File: src/rtl/tx45_pkg.sv
package tx45_pkg;
  localparam int NIBBLE_W = 4;
  localparam int CODE_W   = NIBBLE_W + 1;

  localparam logic [CODE_W-1:0] CODE_IDLE = 5'b11111;
  localparam logic [CODE_W-1:0] CODE_J    = 5'b11000;
  localparam logic [CODE_W-1:0] CODE_K    = 5'b10001;
  localparam logic [CODE_W-1:0] CODE_T    = 5'b01101;
  localparam logic [CODE_W-1:0] CODE_R    = 5'b00111;
  localparam logic [CODE_W-1:0] CODE_H    = 5'b00100;

  typedef enum logic [2:0] {
    ST_IDLE, ST_K, ST_DATA, ST_T, ST_R
  } encStateT;

  // one-hot strobes from control to datapath
  typedef struct packed {
    logic selIdle;
    logic selJ;
    logic selK;
    logic selT;
    logic selR;
    logic selErr;
    logic selData;
    logic selRaw;
  } strobeT;

  function automatic logic [CODE_W-1:0] mapNibble(input logic [NIBBLE_W-1:0] nib);
    logic [CODE_W-1:0] grp;
    case (nib)
      4'h0: grp = 5'b11110;
      4'h1: grp = 5'b01001;
      4'h2: grp = 5'b10100;
      4'h3: grp = 5'b10101;
      4'h4: grp = 5'b01010;
      4'h5: grp = 5'b01011;
      4'h6: grp = 5'b01110;
      4'h7: grp = 5'b01111;
      4'h8: grp = 5'b10010;
      4'h9: grp = 5'b10011;
      4'hA: grp = 5'b10110;
      4'hB: grp = 5'b10111;
      4'hC: grp = 5'b11010;
      4'hD: grp = 5'b11011;
      4'hE: grp = 5'b11100;
      default: grp = 5'b11101;
    endcase
    return grp;
  endfunction
endpackage

File: src/rtl/tx45_ctrl.sv
module tx45_ctrl
  import tx45_pkg::*;
(
  input  logic   clk,
  input  logic   rstN,
  input  logic   txEn,
  input  logic   txEr,
  input  logic   encOn,
  output strobeT stb
);
  encStateT state, stateNext;

  always_comb begin
    stb       = '0;
    stateNext = state;
    if (!encOn) begin
      stb.selRaw = 1'b1;
      stateNext  = ST_IDLE;
    end else begin
      case (state)
        ST_IDLE: begin
          if (txEn) begin
            stb.selJ  = 1'b1;
            stateNext = ST_K;
          end else begin
            stb.selIdle = 1'b1;
          end
        end
        ST_K: begin
          stb.selK  = 1'b1;
          stateNext = txEn ? ST_DATA : ST_T;
        end
        ST_DATA: begin
          if (txEn) begin
            if (txEr) stb.selErr  = 1'b1;
            else      stb.selData = 1'b1;
          end else begin
            stb.selT  = 1'b1;
            stateNext = ST_R;
          end
        end
        ST_T: begin
          stb.selT  = 1'b1;
          stateNext = ST_R;
        end
        default: begin
          stb.selR  = 1'b1;
          stateNext = ST_IDLE;
        end
      endcase
    end
  end

  always_ff @(posedge clk) begin
    if (!rstN) state <= ST_IDLE;
    else       state <= stateNext;
  end
endmodule

File: src/rtl/tx45_dpath.sv
module tx45_dpath
  import tx45_pkg::*;
(
  input  logic                clk,
  input  logic                rstN,
  input  strobeT              stb,
  input  logic                txEr,
  input  logic [NIBBLE_W-1:0] txData,
  output logic [CODE_W-1:0]   codeOut
);
  logic [CODE_W-1:0] codeNext;

  always_comb begin
    codeNext = CODE_IDLE;
    if (stb.selRaw)       codeNext = {txEr, txData};
    else if (stb.selJ)    codeNext = CODE_J;
    else if (stb.selK)    codeNext = CODE_K;
    else if (stb.selT)    codeNext = CODE_T;
    else if (stb.selR)    codeNext = CODE_R;
    else if (stb.selErr)  codeNext = CODE_H;
    else if (stb.selData) codeNext = mapNibble(txData);
  end

  always_ff @(posedge clk) begin
    if (!rstN) codeOut <= CODE_IDLE;
    else       codeOut <= codeNext;
  end
endmodule

File: src/rtl/tx45_encoder.sv
module tx45_encoder
  import tx45_pkg::*;
(
  input  logic        clk,
  input  logic        rstN,
  input  logic        txEn,
  input  logic        txEr,
  input  logic [3:0]  txData,
  input  logic        bypassReq,
  input  logic        miiMode,
  output logic [4:0]  codeOut
);
  strobeT stb;
  logic   encOn;

  assign encOn = !(bypassReq && miiMode);

  tx45_ctrl u_ctrl (
    .clk   (clk),
    .rstN  (rstN),
    .txEn  (txEn),
    .txEr  (txEr),
    .encOn (encOn),
    .stb   (stb)
  );

  tx45_dpath u_dpath (
    .clk     (clk),
    .rstN    (rstN),
    .stb     (stb),
    .txEr    (txEr),
    .txData  (txData),
    .codeOut (codeOut)
  );
endmodule

File: config.mk
export PLATFORM = sky130hd
export DESIGN_NAME = tx45_encoder
export DESIGN_NICKNAME = d
export VERILOG_FILES = /design/src/rtl/tx45_pkg.sv /design/src/rtl/tx45_ctrl.sv /design/src/rtl/tx45_dpath.sv /design/src/rtl/tx45_encoder.sv
export SDC_FILE = /design/constraint.sdc
export NUM_CORES = 1
export LEC_CHECK = 0
export BUFFER_PORTS_ARGS = -buffer_cell sky130_fd_sc_hd__buf_2
export CORE_AREA = 8 8 45 47
export DETAILED_ROUTE_END_ITERATION = 7
export DIE_AREA = 0 0 53 55
export HOLD_SLACK_MARGIN = 0.02
export SLEW_MARGIN = 40
export SYNTH_ARGS = -nofsm -noshare
export SYNTH_HDL_FRONTEND = slang
export SYNTH_HIERARCHICAL = 1
export SYNTH_SLANG_ARGS = --single-unit
File: constraint.sdc
create_clock -name clk -period 2.01 [get_ports clk]
set_clock_uncertainty 0.2 [all_clocks]
set_input_delay 0.201 -clock clk [delete_from_list [all_inputs] [get_ports clk]]
set_output_delay 0.201 -clock clk [all_outputs]
set_load 0.01 [all_outputs]
==> flow_summary.yaml, run 1 <==
outcome:
  status: "finished, final reports clean"
drt:
  vias_per_cell: 5.16
  postRouteAntennaNets: 0
  drc: 0
  dr.pass1.iters: 4
  wirelength_um: 1190
  wl_per_cell_um: 11.8
  dr.first_iter.drc_count: 9
  route.vias.total: 521
clock_tree:
  root_buffer: "clkbuf_4"
  cts_sinks: 8
  cts_tree: "yes"
  cts_buffers: 3
  cts_max_level: 1
  path_clk_slew_ps: 50
  clk_latency_ps: 260
  cts_resized: 0
  cts.path.max_buffers: 2
  postCtsHoldBufs: 0
  postCtsSetupBuffers: 0
power:
  p_int_uw: 282
  power_leakage_uw: 0.000284
  pwr-share-comb_pct: 24.0
  p_clk_share_pct: 31.0
  p_sw_share_pct: 27.8
  p_seq_share_pct: 45.1
  power.total_uw: 391
  p_sw_uw: 109
  irDropWorstVdd_mv: 0.337
  cellPowerDensity_mw_per_mm2: 588
placement:
  place_hpwl_um: 975
  postPlaceCellArea_um2: 643
  port_buffers: 14
  gp_congestion: 0.815
  place_inst: 98
layout:
  drive_gt1_share_pct: 31.8
  finalNonFillerCells: 101
  n_antenna_cell: 0
  final_area_um2: 666
  nFillCells: 140
  fin_nets: 97
  layout_commonest_cell: "buf_2"
  final_cell_mix: "14 x buf_2, 8 x dfxtp_1, 5 x nor2_1, 5 x inv_1, 5 x nor2b_1"
  area_growth_pct: 25.5
grt:
  overflow: 0
  grt_pass1_vias: 497
  grt_first_pass_wirelength_um: 2040
  grt_util_met1_pct: 9.49
  grt_util_met3_pct: 5.88
  grt_antenna_before_repair: 0
  met2_usage_pct: 16.0
  grt_max_degree: 11
  top_usage_layer: "met2"
  gr-usage-all-layers_pct: 9.59
floorplan:
  core_mm2: 0.00138
  rows: 14
  io_pins: 15
  die_width_um: 53
  dieArea_mm2: 0.00292
  die_h_um: 55
  start_util_pct: 38.3
worst_setup_path:
  critPathCaptureType: "flop"
  worstSetupPathType: "reg -> reg"
  start_kind: "flop"
  crit_required_ps: 1940
  critPathMaxFanout: 5
  crit_arrival_ps: 1720
yosys:
  syn_inst: 65
  yosys_warnings: 6
  synth_fp_nets: 75
  netlist_area_um2: 531
  avgSynthCellArea_um2: 8.16
timing:
  setup_viol: 0
  tightestPinTransition_ps: 379
  min_period_over_period_pct: 88.6
  hold_ws_ps: 44.6
  fin_tns_setup_ps: 0
  slew_viol_final: 0
  max_freq_mhz: 561
  hold_viol_final: 0
  rsz0062_at_grt: "no"
  maxSlewHeadroom_pct: 74.1
  period_minus_slack_ps: 1780
hold_path:
  hold_path.class: "in -> reg"
job:
  maxCapViolations: 0
-- registers in the layout (all words and copies together) (netlist names) --
name,count
u_dpath/codeOut,5
u_ctrl/state,3
-- final timing paths --
check             slack [ps]  cells past startpoint                       endpoint                         start
hold reg to reg          340                      2   u_ctrl/state[1]$_SDFFE_PN0P_  u_ctrl/state[0]$_SDFFE_PN0P_
setup reg to reg         230                      6  u_dpath/codeOut[0]$_SDFF_PN1_  u_ctrl/state[2]$_SDFFE_PN0P_
hold / removal            40                      3   u_ctrl/state[1]$_SDFFE_PN0P_                          txEn
setup / recovery         230                      6  u_dpath/codeOut[0]$_SDFF_PN1_  u_ctrl/state[2]$_SDFFE_PN0P_
-- power groups by stage --
| stage | logic [uW] | registers, uW | clock network [uW] |
|---|---|---|---|
| 2_1_floorplan | 55.3 | 184 | 0 |
| 3_5_place_dp | 93.9 | 180 | 0 |
| 4_1_cts | 94.4 | 176 | 127 |
| 6_report | 93.7 | 176 | 121 |
| 5_1_grt | 106 | 177 | 139 |
| 3_3_place_gp | 94.2 | 180 | 0 |
-- metrics by stage --
step | util [%] | setup slack (ps)
floorplan | - | 325
global placement | 46.5 | 251
detailed placement | 46.5 | 231
CTS | 48.1 | 223
global route | 48.1 | 96.3
finish | 48.1 | 229
-- layout make-up --
class                           count  area, um2  share of cell area [%]
Clock buffer                        3       22.5                    3.38
Tap cell                           16       20.0                    3.01
Multi-Input combinational cell     50        340                    51.1
Inverter                            6       22.5                    3.38
Sequential cell                     8        160                    24.1
Timing Repair Buffer               18        100                    15.0
-- metal layers --
layer	up-vias	wire [um]
met3	2	107
met2	13	579
met4	0	18
met5	-	0
li1	277	-
met1	229	482
-- critical path, stage by stage (launching register included) --
cell	delay [ps]
dfxtp_1	340
nand4bb_1	240
nor3_1	180
buf_4	160
nor2b_1	120
o21ai_0	90
a221o_1	340
(Power assumes the default switching activity.)
==> inputs of run 2 (changes only) <==
--- a/config.mk
+++ b/config.mk
@@ -7,6 +7,7 @@
 export LEC_CHECK = 0
 export BUFFER_PORTS_ARGS = -buffer_cell sky130_fd_sc_hd__buf_2
 export CORE_AREA = 8 8 45 47
+export CTS_BUF_LIST = sky130_fd_sc_hd__clkbuf_8
 export DETAILED_ROUTE_END_ITERATION = 7
 export DIE_AREA = 0 0 53 55
 export HOLD_SLACK_MARGIN = 0.02
==> flow_summary.yaml, run 2 (synthesis gave the netlist of run 1 again) <==
timing:
  slew_viol_final: 0
  period_minus_slack_ps: 1770
  setup_viol: 0
  maxSlewHeadroom_pct: 73.9
  hold_ws_ps: 75.1
  hold_viol_final: 0
  rsz0062_at_grt: "no"
  fin_tns_setup_ps: 0
  min_period_over_period_pct: 88.2
  tightestPinTransition_ps: 381
  max_freq_mhz: 564
drt:
  route.vias.total: 515
  dr.pass1.iters: 4
  dr.first_iter.drc_count: 9
  wirelength_um: 1180
  postRouteAntennaNets: 0
  vias_per_cell: 5.10
  wl_per_cell_um: 11.6
  drc: 0
grt:
  grt_pass1_vias: 498
  grt_first_pass_wirelength_um: 2020
  grt_max_degree: 11
  overflow: 0
  grt_antenna_before_repair: 0
  gr-usage-all-layers_pct: 9.26
layout:
  layout_commonest_cell: "buf_2"
  area_growth_pct: 29.0
  finalNonFillerCells: 101
  largest_reg_flops: 5
  regMostFlops: "u_dpath/codeOut"
  fin_nets: 97
  final_cell_mix: "14 x buf_2, 8 x dfxtp_1, 5 x nor2_1, 5 x inv_1, 5 x nor2b_1"
  top_regs: "u_dpath/codeOut (5), u_ctrl/state (3)"
  drive_gt1_share_pct: 31.8
  n_antenna_cell: 0
clock_tree:
  clk_latency_ps: 230
  cts_buffers: 3
  cts_resized: 0
  postCtsHoldBufs: 0
  cts_tree: "yes"
  root_buffer: "clkbuf_8"
  cts.path.max_buffers: 2
  postCtsSetupBuffers: 0
  cts_max_level: 1
  path_clk_slew_ps: 40
  cts_sinks: 8
job:
  maxCapViolations: 0
placement:
  port_buffers: 14
  gp_congestion: 0.815
  place_inst: 98
  place_hpwl_um: 975
power:
  p_seq_share_pct: 38.5
  pwr-share-comb_pct: 20.4
  p_clk_share_pct: 41.0
  irDropWorstVdd_mv: 0.446
  p_sw_share_pct: 25.1
  p_int_uw: 344
  cellPowerDensity_mw_per_mm2: 671
  p_sw_uw: 115
  power_leakage_uw: 0.000292
worst_setup_path:
  critPathMaxFanout: 5
  worst-path-buf-inv: 1
  start_kind: "flop"
  r2r_end: "u_dpath/codeOut[0]$_SDFF_PN1_"
  ff2ff_setup_slack_ps: 240
  worstSetupPathType: "reg -> reg"
  path_depth: 6
  crit_required_ps: 1920
  critPathCaptureType: "flop"
  crit_path_start: "u_ctrl/state[2]$_SDFFE_PN0P_"
  slowest_stage: "a221o_1"
  cpPeakStageDelay_ps: 340
  reg2reg_depth: 6
  crit_arrival_ps: 1680
  crit_path_end: "u_dpath/codeOut[0]$_SDFF_PN1_"
  crit_chain: "nand4bb_1 -> nor3_1 -> buf_4 -> nor2b_1 -> o21ai_0 -> a221o_1"
  cp_top_family: "simple AND/OR/NAND/NOR gates"
  worstReg2RegStart: "u_ctrl/state[2]$_SDFFE_PN0P_"
floorplan:
  core_mm2: 0.00138
  die_width_um: 53
  dieArea_mm2: 0.00292
  io_pins: 15
  die_h_um: 55
  rows: 14
  start_util_pct: 38.3
hold_path:
  hold_path.class: "in -> reg"
outcome:
  status: "finished, final reports clean"
run 2: cell type report:
class / count / area [um2]
well taps: 16 / 20.0
fillers: 140 / 699
inverters: 6 / 22.5
clock buffers: 3 / 41.3
flip-flops and latches: 8 / 160
multi-input cells: 50 / 340
repair buffers: 18 / 100
run 2: worst min-delay path by stage:
| stage | from | endpoint | slack, ps | cells after the start |
|---|---|---|---|---|
| 2_1_floorplan | txData[2] | u_dpath/codeOut[2]$_SDFF_PN1_ | 140 | 1 |
| 3_3_place_gp | txData[0] | u_dpath/codeOut[0]$_SDFF_PN1_ | 300 | 2 |
| 3_5_place_dp | txData[2] | u_dpath/codeOut[2]$_SDFF_PN1_ | 300 | 2 |
| 4_1_cts | txData[2] | u_dpath/codeOut[2]$_SDFF_PN1_ | 70 | 2 |
| 5_1_grt | txData[0] | u_dpath/codeOut[0]$_SDFF_PN1_ | 90 | 2 |
| 6_report | txEn | u_ctrl/state[1]$_SDFFE_PN0P_ | 80 | 3 |
run 2: worst register-to-register path: cells and delay by family, from the launching register on:
family,cells,cell delay (ps)
buffers and inverters,1,160
AO/OA/AOI/OAI,2,430
flip-flops,1,330
AND/OR/NAND/NOR,3,540
run 2: power by group through the flow:
stage          clock network [uW]  logic, uW  registers (uW)
2_1_floorplan                   0       55.3             184
3_3_place_gp                    0       94.2             180
3_5_place_dp                    0       93.9             180
4_1_cts                       196       94.4             177
5_1_grt                       208        106             178
6_report                      188       93.9             177
run 2: routing by layer:
layer	track usage [%]	vias to the layer above	share of wire [%]
met5	0	-	0
met2	16.0	16	49
met1	9.49	223	43
li1	-	276	-
met4	1.29	0	0
met3	5.88	0	8.4
run 2: stage by stage:
step	util, %	setup WS, ps	cell area [um2]	total power, uW
after floorplan	-	325	531	239
after global placement	46.5	251	643	274
after detailed placement	46.5	231	643	274
after CTS	49.5	230	684	468
after global routing	49.5	102	684	491
final	49.5	236	684	459
==> inputs of run 3 (changes only) <==
--- a/config.mk
+++ b/config.mk
@@ -11,6 +11,7 @@
 export DETAILED_ROUTE_END_ITERATION = 7
 export DIE_AREA = 0 0 53 55
 export HOLD_SLACK_MARGIN = 0.02
+export PLACE_DENSITY = 0.67
 export SLEW_MARGIN = 40
 export SYNTH_ARGS = -nofsm -noshare
 export SYNTH_HDL_FRONTEND = slang
==> constraint.sdc (replaced) <==
create_clock -name clk -period 1.5 [get_ports clk]
set_clock_uncertainty 0.2 [all_clocks]
set_input_delay 0.15 -clock clk [delete_from_list [all_inputs] [get_ports clk]]
set_output_delay 0.15 -clock clk [all_outputs]
set_load 0.01 [all_outputs]
==> flow_summary.yaml, run 3 (synthesis gave the netlist of run 1 again) <==
outcome:
  status: "finished with violations"
  violations: "setup timing"
worst_setup_path:
  crit_arrival_ps: 1530
  worstSetupPathType: "reg -> reg"
  ff2ff_setup_slack_ps: -130
  crit_required_ps: 1400
  r2r_end: "u_dpath/codeOut[1]$_SDFF_PN1_"
  worstReg2RegStart: "u_ctrl/state[0]$_SDFFE_PN0P_"
  critPathCaptureType: "flop"
  crit_path_end: "u_dpath/codeOut[1]$_SDFF_PN1_"
  critPathMaxFanout: 4
  reg2reg_depth: 7
  crit_path_start: "u_ctrl/state[0]$_SDFFE_PN0P_"
  start_kind: "flop"
drt:
  dr.pass1.iters: 4
  postRouteAntennaNets: 0
  drc: 0
  route.vias.total: 583
  wl_per_cell_um: 13.4
  vias_per_cell: 5.35
  dr.first_iter.drc_count: 13
  wirelength_um: 1460
placement:
  place_hpwl_um: 1070
  gp_congestion: 0.855
  port_buffers: 14
  place_inst: 99
  post-place-ws_ps: -240
  postPlaceCellArea_um2: 694
power:
  power.total_uw: 666
  cellPowerDensity_mw_per_mm2: 799
  irDropWorstVdd_mv: 0.626
  power_leakage_uw: 0.000353
floorplan:
  die_h_um: 55
  dieArea_mm2: 0.00292
  core_mm2: 0.00138
  die_width_um: 53
  start_util_pct: 38.3
  rows: 14
  io_pins: 15
layout:
  top_regs: "u_dpath/codeOut (5), u_ctrl/state (3)"
  layout_commonest_cell: "buf_2"
  nFillCells: 131
  regMostFlops: "u_dpath/codeOut"
  final_cell_mix: "14 x buf_2, 10 x buf_4, 5 x nor2_1, 5 x inv_1, 5 x dfxtp_1"
  fin_nets: 105
  area_growth_pct: 57.3
  drive_gt1_share_pct: 48.4
  n_antenna_cell: 0
  regArea_um2: 169
  largest_reg_flops: 5
  multi_input_area_um2: 417
  final_area_um2: 835
  finalNonFillerCells: 109
job:
  maxCapViolations: 0
timing:
  rsz0062_at_grt: "yes"
  tightestPinTransition_ps: 311
  max_freq_mhz: 612
  fin_tns_setup_ps: -506
  fin_ws_ps: -134
  setup_viol: 5
  slew_viol_final: 0
  min_period_over_period_pct: 109
  hold_viol_final: 0
  maxSlewHeadroom_pct: 79.1
  period_minus_slack_ps: 1630
hold_path:
  hold_path.class: "in -> reg"
clock_tree:
  clk_latency_ps: 230
  cts_sinks: 8
  root_buffer: "clkbuf_8"
  cts.path.max_buffers: 2
  cts_tree: "yes"
  path_clk_slew_ps: 40
  cts_buffers: 3
  cts_max_level: 1
grt:
  grt_antenna_before_repair: 0
  overflow: 0
  grt_pass1_vias: 567
  grt_first_pass_wirelength_um: 2590
  grt_max_degree: 10
  gr-usage-all-layers_pct: 11.9
-- run 3: cell count changes in the layout (fill, tap and decap cells not counted), moves of 2 or more --
cell / change
nor2b_2: +2
nor2b_1: -2
dfxtp_4: +2
nor3_4: +2
buf_4: +6
dfxtp_1: -3
nor3_1: -2
dlygate4sd3_1: +2
o21ai_0: -2
-- run 3: power by group --
group / switching (uW) / internal (uW) / leakage [uW]
sequential: 7.06 / 228 / 0.0000678
clock: 83.0 / 174 / 0.0000216
combinational: 90.0 / 85.0 / 0.000264
-- run 3: cell type report --
type	instances	area share, %
multi-input combinational	50	49.9
sequential	8	20.2
timing repair buffer	26	19.8
clock buffer	3	4.95
inverter	6	2.70
tap	16	2.40
-- run 3: stage by stage --
step / hold WS (ps) / util, %
6_report: 38.8 / 60.3
3_5_place_dp: 247 / 50.2
3_3_place_gp: 243 / 50.2
2_1_floorplan: 89.0 / -
4_1_cts: 36.0 / 57.4
5_1_grt: 60.8 / 60.3
-- run 3: critical path: stages, from the launching register on --
cell and delay [ps]:
dfxtp_2 330, nand4bb_4 260, nor2_1 160, buf_4 160, nor3_4 50, buf_4 140
a31oi_2 140, a21oi_1 70
-- run 3: worst min path at each step --
stage / startpoint / to / slack [ps] / cells past startpoint
2_1_floorplan: txData[2] / u_dpath/codeOut[2]$_SDFF_PN1_ / 90 / 1
3_3_place_gp: txData[0] / u_dpath/codeOut[0]$_SDFF_PN1_ / 240 / 2
3_5_place_dp: txData[2] / u_dpath/codeOut[2]$_SDFF_PN1_ / 250 / 2
4_1_cts: rstN / u_ctrl/state[0]$_SDFFE_PN0P_ / 40 / 2
5_1_grt: rstN / u_ctrl/state[0]$_SDFFE_PN0P_ / 60 / 2
6_report: rstN / u_ctrl/state[0]$_SDFFE_PN0P_ / 40 / 2
-- run 3: routing by layer --
layer  track usage (%)  vias up  wire length, um
met5                 0        -                0
met4              2.59        0                0
met3              4.01        0               94
met2              22.3       17              758
met1              12.6      272              607
li1                  -      294                -
-- run 3: what timing repair did --
item,4_1_cts,5_1_grt
buffers inserted,3,2
pin swaps,5,5
gates resized for setup,6,6
hold buffers,2,0
endpoints found under the setup margin,5,5
endpoints found under the hold margin,2,0
